--- src/rtl/lpm_pkg.sv ---
package lpm_pkg;

    localparam int NPORT = 4;

    typedef enum logic [1:0] {
        LPM_RUN   = 2'd0,
        LPM_IDLE  = 2'd1,
        LPM_PDOWN = 2'd2
    } lpm_mode_e;

    typedef enum logic [1:0] {
        PAD_CORE  = 2'd0,
        PAD_LATCH = 2'd1,
        PAD_FLOAT = 2'd2,
        PAD_ADDR  = 2'd3
    } pad_sel_e;

    typedef struct packed {
        logic cpu;
        logic per;
        logic osc;
    } clk_en_t;

    typedef struct packed {
        logic                  force_en;
        logic                  ale;
        logic                  psen;
        logic [NPORT-1:0][1:0] sel;
    } pad_ctl_t;

    function automatic clk_en_t clk_en_for(lpm_mode_e m);
        clk_en_t c;
        case (m)
            LPM_IDLE:  c = '{cpu: 1'b0, per: 1'b1, osc: 1'b1};
            LPM_PDOWN: c = '{cpu: 1'b0, per: 1'b0, osc: 1'b0};
            default:   c = '{cpu: 1'b1, per: 1'b1, osc: 1'b1};
        endcase
        return c;
    endfunction

    function automatic pad_sel_e pad_sel_for(lpm_mode_e m, logic ext, int idx);
        pad_sel_e s;
        if (m == LPM_RUN)       s = PAD_CORE;
        else if (!ext)          s = PAD_LATCH;
        else if (idx == 0)      s = PAD_FLOAT;
        else if (idx == 2)      s = (m == LPM_IDLE) ? PAD_ADDR : PAD_LATCH;
        else                    s = PAD_LATCH;
        return s;
    endfunction

endpackage

--- src/rtl/lpm_rst_qual.sv ---
module lpm_rst_qual #(
    parameter int SYNC_STAGES = 2,
    parameter int QUAL_CYC    = 24
) (
    input  logic clk,
    input  logic rst,
    input  logic pin,
    output logic qual_rst
);
    localparam int CW = $clog2(QUAL_CYC + 1);
    localparam logic [CW-1:0] CMAX = CW'(QUAL_CYC);

    logic [SYNC_STAGES-1:0] sync_q;
    logic [CW-1:0]          run_cnt;

    always_ff @(posedge clk) begin
        if (rst) sync_q <= '0;
        else     sync_q <= {sync_q[SYNC_STAGES-2:0], pin};
    end

    always_ff @(posedge clk) begin
        if (rst || !sync_q[SYNC_STAGES-1]) run_cnt <= '0;
        else if (run_cnt != CMAX)          run_cnt <= run_cnt + 1'b1;
    end

    assign qual_rst = (run_cnt == CMAX);
endmodule

--- src/rtl/lpm_mode_fsm.sv ---
module lpm_mode_fsm
    import lpm_pkg::*;
(
    input  logic      clk,
    input  logic      rst,
    input  logic      hw_rst,
    input  logic      mode_wr,
    input  logic      wr_idle,
    input  logic      wr_pdown,
    input  logic      ee_busy,
    input  logic      irq_pend,
    output lpm_mode_e mode,
    output logic      ee_abort
);
    lpm_mode_e mode_nx;
    logic      enter_lp;

    assign enter_lp = (mode == LPM_RUN) && mode_wr && (wr_idle || wr_pdown);

    always_comb begin
        mode_nx = mode;
        unique case (mode)
            LPM_RUN: begin
                if (mode_wr && wr_pdown)     mode_nx = LPM_PDOWN;
                else if (mode_wr && wr_idle) mode_nx = LPM_IDLE;
            end
            LPM_IDLE:  if (irq_pend) mode_nx = LPM_RUN;
            LPM_PDOWN: mode_nx = LPM_PDOWN;
            default:   mode_nx = LPM_RUN;
        endcase
        if (hw_rst) mode_nx = LPM_RUN;
    end

    always_ff @(posedge clk) begin
        if (rst) begin
            mode     <= LPM_RUN;
            ee_abort <= 1'b0;
        end else begin
            mode     <= mode_nx;
            ee_abort <= enter_lp && ee_busy && !hw_rst;
        end
    end
endmodule

--- src/rtl/lpm_pad_map.sv ---
module lpm_pad_map
    import lpm_pkg::*;
(
    input  lpm_mode_e mode,
    input  logic      ext_prog,
    output pad_ctl_t  pads
);
    assign pads.force_en = (mode != LPM_RUN);
    assign pads.ale      = (mode != LPM_PDOWN);
    assign pads.psen     = (mode != LPM_PDOWN);

    for (genvar i = 0; i < NPORT; i++) begin : g_port
        assign pads.sel[i] = pad_sel_for(mode, ext_prog, i);
    end
endmodule

--- src/rtl/lpm_ctrl.sv ---
module lpm_ctrl
    import lpm_pkg::*;
#(
    parameter int SYNC_STAGES = 2,
    parameter int QUAL_CYC    = 24
) (
    input  logic       clk,
    input  logic       rst,
    input  logic       rst_pin,
    input  logic       mode_wr,
    input  logic       wr_idle,
    input  logic       wr_pdown,
    input  logic       ee_busy,
    input  logic       irq_pend,
    input  logic       ext_prog,
    output logic [1:0] mode_st,
    output logic       hw_rst,
    output logic       cpu_clk_en,
    output logic       per_clk_en,
    output logic       osc_en,
    output logic       ee_abort,
    output logic       pad_force,
    output logic       ale_lvl,
    output logic       psen_lvl,
    output logic [1:0] p0_sel,
    output logic [1:0] p1_sel,
    output logic [1:0] p2_sel,
    output logic [1:0] p3_sel
);
    lpm_mode_e mode;
    clk_en_t   cen;
    pad_ctl_t  pads;

    lpm_rst_qual #(.SYNC_STAGES(SYNC_STAGES), .QUAL_CYC(QUAL_CYC)) u_qual (
        .clk(clk), .rst(rst), .pin(rst_pin), .qual_rst(hw_rst)
    );

    lpm_mode_fsm u_fsm (
        .clk(clk), .rst(rst), .hw_rst(hw_rst), .mode_wr(mode_wr),
        .wr_idle(wr_idle), .wr_pdown(wr_pdown), .ee_busy(ee_busy),
        .irq_pend(irq_pend), .mode(mode), .ee_abort(ee_abort)
    );

    lpm_pad_map u_pad (.mode(mode), .ext_prog(ext_prog), .pads(pads));

    assign cen        = clk_en_for(mode);
    assign mode_st    = mode;
    assign cpu_clk_en = cen.cpu;
    assign per_clk_en = cen.per;
    assign osc_en     = cen.osc;
    assign pad_force  = pads.force_en;
    assign ale_lvl    = pads.ale;
    assign psen_lvl   = pads.psen;
    assign p0_sel     = pads.sel[0];
    assign p1_sel     = pads.sel[1];
    assign p2_sel     = pads.sel[2];
    assign p3_sel     = pads.sel[3];
endmodule

--- config.mk ---
export PLATFORM = sky130hd
export DESIGN_NAME = lpm_ctrl
export DESIGN_NICKNAME = d
export VERILOG_FILES = /design/src/rtl/lpm_pkg.sv /design/src/rtl/lpm_rst_qual.sv /design/src/rtl/lpm_mode_fsm.sv /design/src/rtl/lpm_pad_map.sv /design/src/rtl/lpm_ctrl.sv
export SDC_FILE = /design/constraint.sdc
export NUM_CORES = 1
export LEC_CHECK = 0
export BUFFER_PORTS_ARGS = -buffer_cell sky130_fd_sc_hd__buf_4
export CAP_MARGIN = 40
export CORE_AREA = 8 8 45 47
export DETAILED_ROUTE_END_ITERATION = 12
export DIE_AREA = 0 0 53 55
export HOLD_SLACK_MARGIN = 0.08
export PLACE_DENSITY = 0.73
export SLEW_MARGIN = 40
export SYNTH_ARGS = -nofsm -noshare
export SYNTH_HDL_FRONTEND = slang
export SYNTH_HIERARCHICAL = 1
export SYNTH_SLANG_ARGS = --single-unit
--- constraint.sdc ---
create_clock -name clk -period 3.8 [get_ports clk]
set_input_delay 0.19 -clock clk [delete_from_list [all_inputs] [get_ports clk]]
set_output_delay 0.19 -clock clk [all_outputs]
set_load 0.005 [all_outputs]
==> flow_metrics.env <==
export IMPL_status="completed"
export IMPL_finalSetupViolations=0
export IMPL_skew_ns=0.00228
export IMPL_via_count=462
export IMPL_clock_path_buffers=2
export IMPL_end_kind="output port"
export IMPL_hp_start="rst_pin"
export IMPL_synth_top_area_share=0.336
export IMPL_htreeDepth=1
export IMPL_place_gp_congestion=0.683
export IMPL_root_buffer="clkbuf_4"
export IMPL_synth_seq_cells=10
export IMPL_path_clk_slew_ns=0.07
export IMPL_numPortBuffers=24
export IMPL_routed_via_density=4.86
export IMPL_drt_iter0_markers=1
export IMPL_grt_overflow=0
export IMPL_dieArea_mm2=0.00292
export IMPL_post_cts_resized=0
export IMPL_cp_startpoint="u_qual/run_cnt[0]"
export IMPL_cts_buffers=3
export IMPL_finalWorstSetupSlack_ns=2.23
export IMPL_grt_setup_unrepaired="no"
export IMPL_drt_first_pass_iters=4
export IMPL_grtUsageMet2=0.133
export IMPL_finalHoldViolations=0
export IMPL_grtUsageTotal=0.0867
export IMPL_dp_slack_ns=2.27
export IMPL_timing_max_cap_violations=0
export IMPL_power_density_mw_per_mm2=322
export IMPL_drc=0
export IMPL_synthFlopType="dfxtp_1"
export IMPL_post_cts_setup_buffers=0
export IMPL_power_leakage_nw=0.334
export IMPL_critPathRequiredTime_ns=3.61
export IMPL_drtAntennaViolNets=0
export IMPL_hpwl_um=930
export IMPL_post_drt_wl_per_cell_um=12.5
export IMPL_synth_edf_count=0
export IMPL_cp_max_fo=6
export IMPL_final_max_slew_viol_count=0
export IMPL_nets=92
export IMPL_die_w_um=53
export IMPL_min_period_ns=1.57
export IMPL_max_freq_ghz=0.638
export IMPL_syn_to_final_growth_pct=28.8
export IMPL_clk_latency_ns=0.27
export IMPL_synthDistinctLibCells=26
export IMPL_grt_met3_usage=0.0428
export IMPL_reg2reg_slack_ns=2.26
export IMPL_synth_async_reset_ratio=0
export IMPL_avgSynthCellArea_um2=10.1
export IMPL_grt_busiest_layer="met2"
export IMPL_antenna_found_initial=0
export IMPL_grt_max_degree=14
export IMPL_yosys_warnings=6
export IMPL_yosysMostFrequentCell="dfxtp_1"
export IMPL_ys_top_cells_by_count="dfxtp_1 (10), buf_4 (7), nand3b_1 (5)"
export IMPL_cts_hold_buf=0
export IMPL_grtUsageMet1=0.0954
export IMPL_cts_sinks=10
export IMPL_final_setup_tns_ns=0
export IMPL_drive_gt1_frac=0.405
export IMPL_initial_utilization=0.430
export IMPL_fp_dieH_um=55
export IMPL_grt_pass1_wl_mm=1.92
export IMPL_critPathLaunchType="flop"
export IMPL_wirelength_mm=1.18
export IMPL_rows=14
export IMPL_min_period_over_period=0.412
export IMPL_worst_hold_path_type="in -> reg"
export IMPL_r2r_start="u_qual/run_cnt[0]"
export IMPL_core_area_mm2=0.00138
export IMPL_syn_area_um2=596
export IMPL_synth_seq_area_share=0.336
export IMPL_path_class="reg -> out"
export IMPL_power_total_mw=0.247
export IMPL_synth_area_leaders="dfxtp_1 (34%), buf_4 (8.8%), mux2i_1 (6.7%)"
export IMPL_ir_worst_vdd_v=0.000134
export IMPL_synthCells=59
export IMPL_ios=27
export IMPL_grt_pass1_vias=467
export IMPL_antenna_cells=0
export IMPL_synth_largest_area_cell="dfxtp_1"
export IMPL_worstPathArrival_ns=1.38
export IMPL_cts_tree="built"
-- metrics by stage --
stage,hold WS [ns],instances,instance area [µm²],utilization
after detailed placement,0.406,91,731,0.528
after global placement,0.404,91,731,0.528
final,0.130,95,767,0.554
after global routing,0.157,95,767,0.554
after CTS,0.131,95,767,0.554
after floorplan,0.267,60,599,-
-- metal layers --
metal  routed length, µm  share of wire
met1                 469           0.40
met2                 508           0.43
met3                 184           0.16
met4                  21          0.018
met5                   0              0
-- cell type report --
class,count,area [µm²]
inverter,4,15.0
tap,16,20.0
fill,122,617
timing repair buffer,24,180
clock buffer,4,36.3
multi-input combinational,37,315
sequential,10,200
-- logic make-up (layout without fill, tap and decap cells) --
logic type,after synthesis,in the layout,share of synthesized area
compound gates,5,5,0.0588
xor+xnor,1,1,0.0147
fa+ha+maj,3,3,0.0630
buf+inv,13,32,0.141
flops,10,10,0.336
mux,4,4,0.0672
other cells,1,2,0.00630
simple gates,22,22,0.313
-- power breakdown --
part | leakage (nW) | total [mW] | internal [mW] | switching [mW]
clock | 0.0210 | 0.0952 | 0.0582 | 0.0369
sequential | 0.0815 | 0.112 | 0.108 | 0.00411
combinational | 0.231 | 0.0398 | 0.0255 | 0.0143
-- final timing paths --
path                 endpoint  cells past startpoint
max reg2reg    u_fsm/ee_abort                      5
min          u_qual/sync_q[0]                      2
min reg2reg  u_qual/sync_q[1]                      1
max                    hw_rst                      4
-- worst max-delay path: stages (launching register included) --
cell and delay (ns):
dfxtp_1 0.34, inv_1 0.06, ha_1 0.13, and4b_1 0.40
buf_4 0.18
-- registers in the layout, indices dropped and copies added (netlist names) --
name and cells:
u_qual/run_cnt 5, u_fsm/ee_abort 1, u_qual/sync_q 2, u_fsm/mode 2
-- cell usage in the layout, fill, tap and decap left out --
cell type and count:
buf_4 24, clkbuf_4 3, nor3_2 1, inv_1 4, o21ba_2 1, and4b_1 1, nand3b_1 5, and3b_1 1
or2_1 1, or3b_1 3, xnor2_1 1, dfxtp_1 10, nand4bb_1 1, nor2b_1 2, or3_4 1, a21oi_1 2
conb_1 2, clkbuf_8 1, o211ai_1 1, nand2b_1 2, o21a_1 1, nand3_1 2, ha_1 3, nor4b_4 1
mux2i_1 4, nor4_1 1
Note: power is estimated with default switching activity, not from simulation.
